===== config.mk =====
export PLATFORM = sky130hd
export DESIGN_NAME = dec_timer
export DESIGN_NICKNAME = d
export VERILOG_FILES = /design/src/rtl/dec_timer_pkg.sv /design/src/rtl/dec_count.sv /design/src/rtl/dec_ctrl_stat.sv /design/src/rtl/dec_timer.sv
export SDC_FILE = /design/constraint.sdc
export NUM_CORES = 1
export LEC_CHECK = 0
export ABC_AREA = 0
export BUFFER_PORTS_ARGS = -buffer_cell sky130_fd_sc_hd__buf_2
export CAP_MARGIN = 40
export CORE_ASPECT_RATIO = 0.9
export CORE_MARGIN = 4
export CORE_UTILIZATION = 59
export CTS_BUF_LIST = sky130_fd_sc_hd__clkbuf_8 sky130_fd_sc_hd__clkbuf_16
export DETAILED_ROUTE_END_ITERATION = 10
export GPL_ROUTABILITY_DRIVEN = 0
export GPL_TIMING_DRIVEN = 0
export PLACE_DENSITY = 0.88
export RECOVER_POWER = 100
export SLEW_MARGIN = 5
export SYNTH_ARGS = -nofsm -noshare
export SYNTH_HDL_FRONTEND = slang
export SYNTH_HIERARCHICAL = 1
export SYNTH_SLANG_ARGS = --single-unit
export TNS_END_PERCENT = 5

===== constraint.sdc =====
create_clock -name clk_i -period 3 [get_ports clk_i]
set_input_delay 0.15 -clock clk_i [delete_from_list [all_inputs] [get_ports clk_i]]
set_output_delay 0.15 -clock clk_i [all_outputs]
set_load 0.01 [all_outputs]

===== src/rtl/dec_timer_pkg.sv =====
package dec_timer_pkg;

    // register select codes on the bus
    localparam logic [1:0] SEL_COUNT  = 2'd0;
    localparam logic [1:0] SEL_RELOAD = 2'd1;
    localparam logic [1:0] SEL_CTRL   = 2'd2;
    localparam logic [1:0] SEL_STAT   = 2'd3;

    // bit positions in the shared control and status words
    localparam int unsigned IE_POS  = 26;
    localparam int unsigned ARE_POS = 22;
    localparam int unsigned EXP_POS = 27;

    // decoded write strobes, one per register
    typedef struct packed {
        logic cnt;
        logic rld;
        logic ctrl;
        logic stat;
    } wr_sel_t;

endpackage


===== src/rtl/dec_count.sv =====
module dec_count #(
    parameter int unsigned W = 32
) (
    input  logic         clk_i,
    input  logic         rst_ni,
    input  logic         tick_i,
    input  logic         cnt_we_i,
    input  logic         rld_we_i,
    input  logic [W-1:0] wdata_i,
    input  logic         are_i,
    output logic [W-1:0] cnt_o,
    output logic [W-1:0] rld_o,
    output logic         expire_o
);

    localparam logic [W-1:0] ONE = {{(W-1){1'b0}}, 1'b1};

    typedef struct packed {
        logic [W-1:0] cnt;
        logic [W-1:0] rld;
    } cnt_state_t;

    cnt_state_t st_d, st_q;
    logic       expire_d;

    always_comb begin
        st_d     = st_q;
        expire_d = 1'b0;
        if (cnt_we_i) begin
            st_d.cnt = wdata_i;
        end else if (tick_i && (st_q.cnt != '0)) begin
            if (st_q.cnt == ONE) begin
                expire_d = 1'b1;
                if (are_i && (st_q.rld != '0)) begin
                    st_d.cnt = st_q.rld;
                end else begin
                    st_d.cnt = '0;
                end
            end else begin
                st_d.cnt = st_q.cnt - ONE;
            end
        end
        if (rld_we_i) begin
            st_d.rld = wdata_i;
        end
    end

    always_ff @(posedge clk_i or negedge rst_ni) begin
        if (!rst_ni) begin
            st_q <= '0;
        end else begin
            st_q <= st_d;
        end
    end

    assign cnt_o    = st_q.cnt;
    assign rld_o    = st_q.rld;
    assign expire_o = expire_d;

endmodule


===== src/rtl/dec_ctrl_stat.sv =====
module dec_ctrl_stat #(
    parameter int unsigned W       = 32,
    parameter int unsigned IE_BIT  = 26,
    parameter int unsigned ARE_BIT = 22,
    parameter int unsigned ST_BIT  = 27
) (
    input  logic         clk_i,
    input  logic         rst_ni,
    input  logic         ctrl_we_i,
    input  logic         stat_we_i,
    input  logic         ie_wbit_i,
    input  logic         are_wbit_i,
    input  logic         clr_wbit_i,
    input  logic         expire_i,
    output logic         ie_o,
    output logic         are_o,
    output logic         stat_o,
    output logic         irq_o,
    output logic [W-1:0] ctrl_word_o,
    output logic [W-1:0] stat_word_o
);

    typedef struct packed {
        logic ie;
        logic are;
        logic flag;
    } cs_state_t;

    cs_state_t cs_d, cs_q;

    always_comb begin
        cs_d = cs_q;
        if (ctrl_we_i) begin
            cs_d.ie  = ie_wbit_i;
            cs_d.are = are_wbit_i;
        end
        if (expire_i) begin
            cs_d.flag = 1'b1;
        end else if (stat_we_i && clr_wbit_i) begin
            cs_d.flag = 1'b0;
        end
    end

    always_ff @(posedge clk_i or negedge rst_ni) begin
        if (!rst_ni) begin
            cs_q <= '0;
        end else begin
            cs_q <= cs_d;
        end
    end

    always_comb begin
        ctrl_word_o          = '0;
        ctrl_word_o[IE_BIT]  = cs_q.ie;
        ctrl_word_o[ARE_BIT] = cs_q.are;
        stat_word_o          = '0;
        stat_word_o[ST_BIT]  = cs_q.flag;
    end

    assign ie_o   = cs_q.ie;
    assign are_o  = cs_q.are;
    assign stat_o = cs_q.flag;
    assign irq_o  = cs_q.flag & cs_q.ie;

endmodule


===== src/rtl/dec_timer.sv =====
module dec_timer
    import dec_timer_pkg::*;
#(
    parameter int unsigned W = 32
) (
    input  logic         clk_i,
    input  logic         rst_ni,
    input  logic         tb_tick_i,
    input  logic         reg_we_i,
    input  logic [1:0]   reg_addr_i,
    input  logic [W-1:0] reg_wdata_i,
    output logic [W-1:0] reg_rdata_o,
    output logic         irq_o
);

    wr_sel_t      wsel;
    logic [W-1:0] cnt_val;
    logic [W-1:0] rld_val;
    logic [W-1:0] ctrl_word;
    logic [W-1:0] stat_word;
    logic         expire_w;
    logic         ie_w;
    logic         are_w;
    logic         stat_w;

    always_comb begin
        wsel      = '0;
        wsel.cnt  = reg_we_i && (reg_addr_i == SEL_COUNT);
        wsel.rld  = reg_we_i && (reg_addr_i == SEL_RELOAD);
        wsel.ctrl = reg_we_i && (reg_addr_i == SEL_CTRL);
        wsel.stat = reg_we_i && (reg_addr_i == SEL_STAT);
    end

    dec_count #(.W(W)) u_count (
        .clk_i    (clk_i),
        .rst_ni   (rst_ni),
        .tick_i   (tb_tick_i),
        .cnt_we_i (wsel.cnt),
        .rld_we_i (wsel.rld),
        .wdata_i  (reg_wdata_i),
        .are_i    (are_w),
        .cnt_o    (cnt_val),
        .rld_o    (rld_val),
        .expire_o (expire_w)
    );

    dec_ctrl_stat #(
        .W       (W),
        .IE_BIT  (IE_POS),
        .ARE_BIT (ARE_POS),
        .ST_BIT  (EXP_POS)
    ) u_cs (
        .clk_i       (clk_i),
        .rst_ni      (rst_ni),
        .ctrl_we_i   (wsel.ctrl),
        .stat_we_i   (wsel.stat),
        .ie_wbit_i   (reg_wdata_i[IE_POS]),
        .are_wbit_i  (reg_wdata_i[ARE_POS]),
        .clr_wbit_i  (reg_wdata_i[EXP_POS]),
        .expire_i    (expire_w),
        .ie_o        (ie_w),
        .are_o       (are_w),
        .stat_o      (stat_w),
        .irq_o       (irq_o),
        .ctrl_word_o (ctrl_word),
        .stat_word_o (stat_word)
    );

    always_comb begin
        case (reg_addr_i)
            SEL_COUNT:  reg_rdata_o = cnt_val;
            SEL_RELOAD: reg_rdata_o = rld_val;
            SEL_CTRL:   reg_rdata_o = ctrl_word;
            default:    reg_rdata_o = stat_word;
        endcase
    end

endmodule


==> impl_metrics.toml <==
[outcome]
status = "finished with violations"
violations = "capacitance limit, slew limit"

[floorplan]
coreArea_um2 = 8650
rows = 32
pin_count = 71
initial_core_util_pct = 61.1
die_y_um = 97.8
dieArea_um2 = 10500
die_w_um = 108

[grt]
use_met2_pct = 46.0
busiest_layer = "met2"
antenna_found_initial = 0
grt.total_usage_pct = 29.5
first_global_vias = 4871
grt_pass1_wl_um = 24500
grtUsageMet1_pct = 39.9
met3_usage_pct = 5.62
grt_max_degree = 68
grt_overflow = 0

[pwr]
worst_ir_drop_vdd_mv = 0.292
leakage_nw = 2.67
cellPowerDensity_nw_per_um2 = 541
total_power_mw = 3.36

[logic_synthesis]
syn-instance-count = 499
avgSynthCellArea_um2 = 10.6
ys_types = 60
ys_warn_count = 6
synth_largest_area_cell = "dfrtp_1"
ys.flop_type = "dfrtp_1"
ys_ff_latch = 67
synthArstFlopShare_pct = 100
synthTopCellsByArea = "dfrtp_1, mux4_2, buf_4, mux2_2, nand2_1"
ys_seq_area_share_pct = 31.7
synth_edf_count = 0
synth_top_area_share_pct = 31.7
syn_area_um2 = 5280

[final_layout]
num_antenna_cells = 0
fin_util_pct = 71.9
fillers = 656
areaGrowthSynthToFinish_pct = 17.8
fin_cells = 765
multi_input_area_um2 = 3120
final_nets = 681
seq_area_um2 = 1680
drive_gt1_share_pct = 33.9

[sta]
timing.hold.ws_ns = 0.0282
tightest_slew_ns = 1.71
fin_setup_tns_ns = 0
relSlewSlack_pct = -14.0
drv_slew = 68
period_minus_slack_ns = 2.91
fin_skew_ns = 0.0102
finalHoldViolations = 0
max_freq_mhz = 344
finalSetupViolCount = 0
fin_crit_sh_pct = 96.9

[clock_network]
cts.clk_slew.worst_paths_ns = 0.07
htreeDepth = 3
cts_tree = "built"
clkSinkCount = 67
clk_latency_ns = 0.36
clockBufferDepth = 2
clock-root-buffer = "clkbuf_8"
cts_buffers = 9

[worst_setup_path]
worstRegToRegCells = 9
arrival_ns = 3.13
critPathKind = "reg2reg"
r2r_start = "u_count/cnt_o[1]"
crit_end = "u_count/cnt_o[14]"
r2r_end = "u_count/cnt_o[14]"
critPathRequiredTime_ns = 3.23
crit_path_start = "u_count/cnt_o[1]"
path_max_fanout = 10
start_kind = "flop"
critPathCaptureType = "flop"
r2r_slack_ns = 0.09

[route]
finalWirelength_um = 15000
firstDrtPassIters = 6
first_iter_violations = 581
wl_per_cell_um = 19.5
via_per_inst = 6.25
vias = 4779
ant_nets = 0
drc = 0

[place]
hpwl_um = 10500
post-place-cells = 746
io_buffers = 68

[worst_hold_path]
hp-class = "in2reg"
holdPathStages = 3

[flow_run]
drv_cap = 1
==> Yosys cell counts (all sizes together), types with 7 or more instances <==
| master | number |
|---|---|
| a21oi | 28 |
| a221oi | 13 |
| buf | 87 |
| clkbuf | 10 |
| dfrtp | 67 |
| mux2 | 36 |
| mux4 | 32 |
| nand2 | 43 |
| nand4 | 7 |
| nor2 | 19 |
| nor3 | 17 |
| nor4 | 20 |
| o21ai | 19 |
| o31ai | 8 |
| xnor2 | 14 |
| xor2 | 11 |
==> routing by layer <==
metal	up-vias	part of all wire (%)
met4	0	4.3
met1	2259	38
met2	376	46
met3	87	11
li1	2057	-
met5	-	0
==> cell families (layout without fill, tap and decap cells) <==
group | Yosys count | count (layout) | share of synthesized area, %
DFF | 67 | 67 | 31.7
xor gates and xnor gates | 25 | 25 | 4.15
other | 1 | 61 | 0.0710
AOI/OAI and AO/OA | 96 | 96 | 13.0
and+or+nand+nor | 139 | 139 | 15.5
buffers and inverters | 101 | 188 | 13.5
adders and majority gates | 2 | 2 | 0.474
muxes | 68 | 68 | 21.6
==> metrics by stage <==
step	worst slack (ns)	instance area, µm²
finish	0.0936	6220
global placement	0.0822	6000
global route	-0.0281	6220
CTS	0.146	6260
detailed placement	0.0310	6000
floorplan	0.768	5510
==> layout make-up <==
| type | instances | share of cell area (%) |
|---|---|---|
| multi-input cells | 391 | 50.1 |
| flip-flops and latches | 67 | 27.0 |
| plain buffers | 97 | 11.1 |
| repair buffers | 71 | 5.27 |
| well taps | 119 | 2.39 |
| clock buffers | 10 | 2.21 |
| clock inverters | 6 | 1.67 |
| inverters | 4 | 0.241 |
==> how the worst min path moves through the flow <==
stage,slack [ns],endpoint,startpoint
CTS,0.01,u_count/cnt_o[3],reg_wdata_i[3]
finish,0.03,u_count/cnt_o[19],reg_wdata_i[19]
floorplan,-0.15,u_count/cnt_o[0],rst_ni
global route,0.03,u_count/cnt_o[20],reg_wdata_i[20]
detailed placement,0.31,u_count/rld_o[20],rst_ni
global placement,0.38,u_count/cnt_o[21],reg_wdata_i[21]
==> registers in the layout, indices dropped and copies added, names as in the netlist <==
name	cells
u_cs/are_o	1
u_cs/ie_o	1
u_count/cnt_o	32
u_count/rld_o	32
u_cs/stat_o	1
==> power by group <==
group	switching (mW)	leakage, nW	internal, mW	total [mW]
logic	0.533	1.74	0.535	1.07
registers	0.287	0.807	1.08	1.37
clock network	0.354	0.127	0.569	0.923
total	1.17	2.67	2.19	3.36
==> layout by cell type, fill, tap and decap left out, types with 4 or more instances in the layout <==
cell type,instances
nand4_1,5
buf_6,6
a21oi_2,5
or4_1,5
nor2_1,18
xnor2_1,14
xor2_1,11
nor3_1,14
a211oi_1,5
nor3b_1,4
dfrtp_1,67
mux4_2,28
buf_4,67
nand2_1,43
or3_1,5
o31ai_1,4
a22oi_1,6
buf_2,42
nor4_1,15
a21oi_1,23
o21ai_1,7
mux2_2,36
conb_1,61
o221ai_1,6
clkbuf_1,48
nor2b_1,4
o21ai_0,12
clkbuf_8,10
inv_1,5
mux4_1,4
a221oi_1,12
==> critical path, stage by stage (launching register included) <==
cell and delay [ns]:
dfrtp_1 0.46, inv_1 0.14, ha_1 0.22, or3b_1 0.39, clkbuf_1 0.33, o31ai_4 0.45, nor2_1 0.13, clkbuf_1 0.32
a21oi_1 0.25, o21ai_1 0.08
==> what timing repair did <==
action,4_1_cts,5_1_grt
pin swaps,0,1
setup endpoints to repair,9,9
cloned,0,0
gates resized for setup,1,0
endpoints found under the hold margin,67,0
setup buffers,0,2
hold buffers,1,0
Power figures use the tool's default switching activity.
